## src/rtl/mdm_pkg.sv

```systemverilog
package mdm_pkg;
   // modem status line indices (status levels and change flags share them)
   localparam int MDM_LINES = 4;
   localparam int LN_CTS    = 0;
   localparam int LN_DSR    = 1;
   localparam int LN_RI     = 2;
   localparam int LN_DCD    = 3;
   localparam int CTL_W     = 5;

   // control register, bit 0 in the lowest field
   typedef struct packed {
      logic loop;   // bit 4
      logic out2;   // bit 3: user pin and interrupt output enable
      logic out1;   // bit 2
      logic rts;    // bit 1
      logic dtr;    // bit 0
   } mdm_ctl_t;

   function automatic logic [MDM_LINES-1:0] loop_levels(input mdm_ctl_t c);
      logic [MDM_LINES-1:0] v;
      v[LN_CTS] = c.rts;
      v[LN_DSR] = c.dtr;
      v[LN_RI]  = c.out1;
      v[LN_DCD] = c.out2;
      return v;
   endfunction
endpackage

```

## src/rtl/mdm_sync.sv

```systemverilog
module mdm_sync #(
   parameter int W = 4,
   parameter int STAGES = 2,
   parameter logic [W-1:0] INIT = '1
) (
   input  logic         clk,
   input  logic         rst,
   input  logic [W-1:0] d,
   output logic [W-1:0] q
);
   generate
      if (STAGES < 2) begin : g_bad_stages
         $fatal(1, "mdm_sync: STAGES must be at least 2");
      end
   endgenerate

   logic [STAGES-1:0][W-1:0] chain_q;

   always_ff @(posedge clk) begin
      if (rst) chain_q <= {STAGES{INIT}};
      else     chain_q <= {chain_q[STAGES-2:0], d};
   end

   assign q = chain_q[STAGES-1];
endmodule

```

## src/rtl/mdm_delta.sv

```systemverilog
module mdm_delta #(
   parameter int LINES = 4,
   parameter int TRAIL_IDX = 2,
   parameter bit TRAIL_ONLY = 1'b1
) (
   input  logic             clk,
   input  logic             rst,
   input  logic [LINES-1:0] level,
   input  logic             clr,
   output logic [LINES-1:0] flags
);
   generate
      if (TRAIL_IDX >= LINES) begin : g_bad_idx
         $fatal(1, "mdm_delta: TRAIL_IDX out of range");
      end
   endgenerate

   logic [LINES-1:0] prev_q;
   logic [LINES-1:0] flag_q;
   logic [LINES-1:0] event_c;

   for (genvar i = 0; i < LINES; i++) begin : g_line
      if (TRAIL_ONLY && i == TRAIL_IDX) begin : g_trail
         // asserted level dropping == active-low pin rising
         assign event_c[i] = prev_q[i] & ~level[i];
      end else begin : g_any
         assign event_c[i] = prev_q[i] ^ level[i];
      end
   end

   always_ff @(posedge clk) begin
      if (rst) begin
         prev_q <= '0;
         flag_q <= '0;
      end else begin
         prev_q <= level;
         flag_q <= event_c | (clr ? '0 : flag_q);
      end
   end

   assign flags = flag_q;
endmodule

```

## src/rtl/modem_ctl_top.sv

```systemverilog
module modem_ctl_top #(
   parameter int DATA_W = 8,
   parameter int SYNC_STAGES = 2,
   parameter bit RI_TRAIL_ONLY = 1'b1
) (
   input  logic              clk,
   input  logic              rst,
   input  logic              mcr_we,
   input  logic [DATA_W-1:0] mcr_wdata,
   input  logic              msr_rd,
   output logic [7:0]        msr_q,
   input  logic              msi_en,
   input  logic              auto_rts_en,
   input  logic              cts_n,
   input  logic              dsr_n,
   input  logic              ri_n,
   input  logic              dcd_n,
   output logic              rts_n,
   output logic              dtr_n,
   output logic              usr_n,
   output logic              irq_oe,
   output logic              msi_req,
   output logic              flow_hold,
   input  logic              tx_ser,
   output logic              txd,
   input  logic              rxd,
   output logic              rx_ser
);
   import mdm_pkg::*;

   generate
      if (DATA_W < CTL_W) begin : g_bad_w
         $fatal(1, "modem_ctl_top: DATA_W too narrow for control register");
      end
      if (DATA_W > CTL_W) begin : g_hi
         logic unused_hi;
         assign unused_hi = ^mcr_wdata[DATA_W-1:CTL_W];
      end
   endgenerate

   mdm_ctl_t ctl_q;
   logic     loop_on;

   always_ff @(posedge clk) begin
      if (rst)         ctl_q <= '0;
      else if (mcr_we) ctl_q <= mdm_ctl_t'(mcr_wdata[CTL_W-1:0]);
   end

   assign loop_on = ctl_q.loop;

   // pin side: active-low inputs synchronised, idle value all ones
   logic [MDM_LINES-1:0] pins_n;
   logic [MDM_LINES-1:0] pins_sync_n;
   logic [MDM_LINES-1:0] level_c;
   logic [MDM_LINES-1:0] flags;

   always_comb begin
      pins_n          = '1;
      pins_n[LN_CTS]  = cts_n;
      pins_n[LN_DSR]  = dsr_n;
      pins_n[LN_RI]   = ri_n;
      pins_n[LN_DCD]  = dcd_n;
   end

   mdm_sync #(
      .W(MDM_LINES),
      .STAGES(SYNC_STAGES),
      .INIT({MDM_LINES{1'b1}})
   ) u_sync (
      .clk(clk),
      .rst(rst),
      .d(pins_n),
      .q(pins_sync_n)
   );

   assign level_c = loop_on ? loop_levels(ctl_q) : ~pins_sync_n;

   mdm_delta #(
      .LINES(MDM_LINES),
      .TRAIL_IDX(LN_RI),
      .TRAIL_ONLY(RI_TRAIL_ONLY)
   ) u_delta (
      .clk(clk),
      .rst(rst),
      .level(level_c),
      .clr(msr_rd),
      .flags(flags)
   );

   assign msr_q     = {level_c, flags};
   assign msi_req   = msi_en & (|flags);

   // control pins: held inactive while looped back
   assign rts_n     = loop_on | ~ctl_q.rts;
   assign dtr_n     = loop_on | ~ctl_q.dtr;
   assign usr_n     = loop_on | ~ctl_q.out2;
   assign irq_oe    = ctl_q.out2;
   assign flow_hold = auto_rts_en & ~ctl_q.rts;

   // serial path
   assign txd    = (rst | loop_on) ? 1'b1 : tx_ser;
   assign rx_ser = rst ? 1'b1 : (loop_on ? tx_ser : rxd);
endmodule

```

## config.mk

```make
export PLATFORM = sky130hd
export DESIGN_NAME = modem_ctl_top
export DESIGN_NICKNAME = d
export VERILOG_FILES = /design/src/rtl/mdm_pkg.sv /design/src/rtl/mdm_sync.sv /design/src/rtl/mdm_delta.sv /design/src/rtl/modem_ctl_top.sv
export SDC_FILE = /design/constraint.sdc
export NUM_CORES = 1
export LEC_CHECK = 0
export BUFFER_PORTS_ARGS = -buffer_cell sky130_fd_sc_hd__buf_2
export CAP_MARGIN = 20
export CORE_ASPECT_RATIO = 0.75
export CORE_MARGIN = 10
export CORE_UTILIZATION = 25
export DETAILED_ROUTE_END_ITERATION = 10
export GPL_TIMING_DRIVEN = 1
export PLACE_DENSITY_LB_ADDON = 0.15
export SLEW_MARGIN = 10
export SYNTH_ARGS = -nofsm -noshare
export SYNTH_HDL_FRONTEND = slang
export SYNTH_SLANG_ARGS = --single-unit
```

## constraint.sdc

```tcl
create_clock -name clk -period 1.37 [get_ports clk]
set_input_delay 0.2055 -clock clk [delete_from_list [all_inputs] [get_ports clk]]
set_output_delay 0.2055 -clock clk [all_outputs]
set_load 0.02 [all_outputs]
```

=== Yosys cells after proc, flatten, opt, wreduce, memory -nomap -nowiden ===
Cells that the tools add are included.
W data, S select, Z words.

* Bits in latches: 0
* Word-level logic and storage cells: 31
* RAM bits: 0
* Memories: 0
* Memory bits (read-only): 0
* Register bits: 21

* $add $sub $neg: 0
* Divide/modulo/power cells: 0
* Multipliers: 0
* Equal/unequal tests: 0
* $lt $le $gt $ge: 0
* Shift operators: 0
* Bitwise logic cells: 16
* Multiplexer cells: 5
* Reductions and logical operators: 1

{| class="wikitable"
|+ Operators by type and width
! operator !! number
|-
| $mux W4 || 2
|-
| $not A1 Y1 || 4
|-
| $not A4 Y4 || 1
|-
| $or A1 B1 Y1 || 4
|-
| $or A4 B4 Y4 || 1
|-
| $reduce_or A4 Y1 || 1
|-
| $and A1 B1 Y1 || 3
|-
| $mux W1 || 3
|-
| $xor A1 B1 Y1 || 3
|}

=== Depth between registers and ports, before layout ===
* Depth in word-level cells: 5
* Mapped depth: 4
* Depth with buffers taken out: 3

=== Cells and area by module ===
Synthesis repeated with hierarchy kept, for this count alone.

* Cell total of the unflattened synthesis: 77
* Area, all modules: 800.8 um2

{| class="wikitable"
|+ By module, submodules not included
! module !! area each (um2) !! instances !! cells an instance !! sequential area each (um2)
|-
| modem_ctl_top || 297.8 || 1 || 33 || 100.1
|-
| mdm_delta || 262.8 || 1 || 24 || 160.2
|-
| mdm_sync || 240.2 || 1 || 20 || 160.2
|}

=== Worst setup path before layout ===
Ideal clock, no wire load.

* Kind: register -> output
* Start: register ctl_q, in the netlist loop_on
* End: output port msr_q[5]
* Arrival time: 976 ps
* Slack: 189 ps
* Stages on the path, launching flop included: 5
* Buffers on the path: 1
* Path through: dfxtp_1 > buf_6 > nor2b_4 > or2_4 > inv_1

* Longest elaborated chain between the ends: 1

{| class="wikitable"
|+ Ends and longest elaborated chain
! item !! RTL line !! RTL
|-
| start, declared || modem_ctl_top.sv:41 || <nowiki>mdm_ctl_t ctl_q;</nowiki>
|-
| start signal, assigned || modem_ctl_top.sv:46 || <nowiki>else if (mcr_we) ctl_q <= mdm_ctl_t'(mcr_wdata[CTL_W-1:0]);</nowiki>
|-
| $mux W4 || modem_ctl_top.sv:76 || <nowiki>assign level_c = loop_on ? loop_levels(ctl_q) : ~pins_sync_n;</nowiki>
|-
| end, declared || modem_ctl_top.sv:11 || <nowiki>output logic [7:0] msr_q,</nowiki>
|}

No other way between the ends.

=== Worst setup path in the final report ===
* Start: register ctl_q, in the netlist loop_on
* End: output port rx_ser

* Longest elaborated chain between the ends: 2

{| class="wikitable"
|+ Ends and longest elaborated chain
! item !! RTL line !! RTL
|-
| $mux W1 (2 in series) || modem_ctl_top.sv:102 || <nowiki>assign rx_ser = rst ? 1'b1 : (loop_on ? tx_ser : rxd);</nowiki>
|-
| end, declared || modem_ctl_top.sv:27 || <nowiki>output logic rx_ser</nowiki>
|}

No other way between the ends.

==> results by group <==
Power
  • Pwr dens: 1080 nW/um2
  • Leakage Power: 0.563 nW
  • VDD IR-drop max: 0.405 mV

Clocking
  • Num CTS Buffers: 3
  • Clk_lat worst skew: around 0.25 ns
  • H-Tree Depth: 1
  • Root Driver: clkbuf_8
  • CTS Sinks: 21
  • Clock Path Buffers: 2
  • Hold Buf Count CTS: 0
  • Clock Pin Slew Worst Setup and Hold Paths: 0.07 ns
  • CTS tree: done

Logic synthesis
  • Yosys warns: 0
  • Synth Area per Inst: 9.83 um2
  • FF+latch count, synth: 21
  • Commonest cells in the netlist: dfxtp_1, nor2_1, nor2b_1
  • Synth area leaders: dfxtp_1, nor2b_1, mux2i_1, or2_1, nor2_1
  • Sequential area share after synthesis: between 50% and 60%
  • Number of enable flip-flop cells after synthesis: 0
  • Yosys top cell area share: between 50% and 60%
  • Most frequent cell after synthesis: dfxtp_1
  • Fraction of registers with async set/reset: 0%
  • Mapped Area: 836 um2
  • Primary FF master, synth: dfxtp_1
  • Post-synth net total: 105
  • Dominant cell type by area after synthesis: dfxtp_1
  • Synth cell types: 23
  • Synth Instances: 85

GRT
  • Met1 track demand over resource: under 10%
  • Pin count of the biggest net entering global routing: 14
  • Global-route wire length before repair: 3480 um
  • Vias in the first global route: 798
  • Remaining Overflow, GRT: 0
  • M2 GR Usage: 11.0%
  • GRT Overall Usage: 7.04%
  • GRT Max-Usage Layer: met2
  • Met3 GRT Util: 4.29%
  • Initial antenna violation count: 0

Critical path
  • Kind of cell adding the most delay to the critical path: flip-flops
  • CP bufs+invs: 2
  • Req. time, crit path: 1.16 ns
  • Crit path DAT: 1.21 ns
  • Peak per-stage delay on the critical path: about 0.40 ns
  • Most used cell, CP: buf_6
  • CP endpoint kind: primary output
  • Slowest-stage cell, CP: dfxtp_4
  • WS Path Type: reg2out
  • Crit Path Max Fanout: 8
  • Worst Setup SP: loop_on$_SDFFE_PP0P_
  • Worst-path cell chain: buf_6, nor2b_1, a211o_1, buf_6
  • FF-to-FF Start: loop_on$_SDFFE_PP0P_
  • CP Launch Type: register

Place
  • Final GP Congestion: 0.706
  • IO buf count: 32
  • Final HPWL DP: 1570 um

STA
  • Peak Freq: between 700 and 800 MHz
  • Final min period: 1.41 ns
  • Clock skew: 0.00417 ns
  • Final worst setup slack: -0.0430 ns
  • Setup violators final: 4
  • Max-slew headroom: between 70% and 80%
  • Slew Viols, Final: 0
  • Final Cycle Share: 103%
  • Setup TNS: -0.0987 ns
  • Actual slew at the worst max-slew pin: 0.301 ns
  • Fin. Hold Viols: 0
  • RSZ-0062 raised after global routing: true
  • Worst hold-check slack: 0.124 ns

Route
  • Drt drc: 0
  • Total wire length: 2050 um
  • DRT Pass-1 Iters: 4
  • Routed WL per cell: 12.3 um
  • Vias per cell: 4.17
  • Vias: between 600 and 700
  • Routed Antenna Nets: 0
  • DR iter-0 viols: 23

Floorplan
  • Initial core utilization: about a quarter
  • Die width: 86.8 um
  • DIE HEIGHT: 70.1 um
  • Die area: about 6000 um2
  • I/O pins: 36
  • Cell Rows: 18
  • Core area: 3240 um2

Layout
  • ANT cells: 0
  • Total Nets Final: 148
  • Synthesis-to-layout area growth: 49.3%
  • Share of cells above drive strength 1: 48.8%

Min path
  • Hold_sp: dsr_n
  • HP Class: in2reg

Run status
  • Violated checks: negative setup slack
  • Status: finished with violations

Run
  • # Max-Cap Violations: 0
## layout by cell type (no fill, tap or decap), types with 4 or more instances in the layout
| master | netlist | final |
|---|---|---|
| buf_2 | 0 | 22 |
| dfxtp_1 | 21 | 16 |
| nor2_1 | 12 | 12 |
| buf_6 | 1 | 10 |
| buf_4 | 0 | 10 |
| nor2b_1 | 12 | 9 |
| or2_1 | 8 | 8 |
| mux2i_1 | 5 | 5 |
| dfxtp_2 | 0 | 4 |
## timing repair
| item | CTS | global route |
|---|---|---|
| pin swaps | 6 | 2 |
| resized for setup | 27 | 8 |
| setup buffers | 3 | 0 |
| endpoints found under the setup margin | 11 | 9 |
| gates cloned | 0 | 0 |
## metrics by stage
step	std cells	worst slack [ns]	utilization (%)	area [um2]	power (W)
2_1_floorplan	85	0.189	-	836	0.000824
3_3_place_gp	160	-0.00990	33.2	1080	0.000918
3_5_place_dp	160	-0.00590	33.2	1080	0.000921
4_1_cts	167	-0.0436	37.8	1220	0.00137
5_1_grt	167	-0.0956	38.5	1250	0.00143
6_report	167	-0.0430	38.5	1250	0.00135
## worst reg2reg max path, delay by kind of cell (launching register included)
kind	cells	cell delay (ns)
DFF	1	0.38
and+or+nand+nor	2	0.36
AOI/OAI and AO/OA	1	0.18
buffers and inverters	1	0.14
## routing by layer
layer,vias to the layer above,share of wire [%]
li1,360,-
met1,311,45
met5,-,0
met3,2,10
met2,23,45
met4,0,0.54
## path summary, 6_finish.rpt
| check | depth (start not counted) | slack (ns) | endpoint |
|---|---|---|---|
| setup / recovery | 4 | -0.04 | rx_ser |
| hold / removal | 2 | 0.12 | u_sync.chain_q[1]$_SDFF_PP1_ |
| setup reg to reg | 4 | 0.22 | u_delta.flags[3]$_SDFF_PP0_ |
| hold reg to reg | 1 | 0.41 | u_sync.q[2]$_SDFF_PP1_ |
## power by group
group / internal, W / switching (W)
Clock: 0.000207 / 0.000184
Combinational: 0.000150 / 0.000131
Sequential: 0.000648 / 0.0000271
## kinds of logic after synthesis
kind of cell | count (synthesis) | share of synthesized area (%)
mux | 5 | 5.99
simple gates | 45 | 32.8
compound gates | 7 | 6.88
flops | 21 | 50.3
buf+inv | 7 | 4.04
## registers in the layout, indices dropped and copies added, names as in the netlist
signal          cells
u_sync.chain_q      4
ctl_q               3
u_sync.q            4
irq_oe              1
u_delta.prev_q      4
loop_on             1
u_delta.flags       4
## cell type report
cell class / instances / area (um2)
inverter: 3 / 11.3
tap: 40 / 50.0
fill: 343 / 2000
multi-input combinational: 57 / 414
clock buffer: 4 / 45.0
sequential: 21 / 429
timing repair buffer: 42 / 298
No activity file was read; power rests on OpenSTA's default activity.
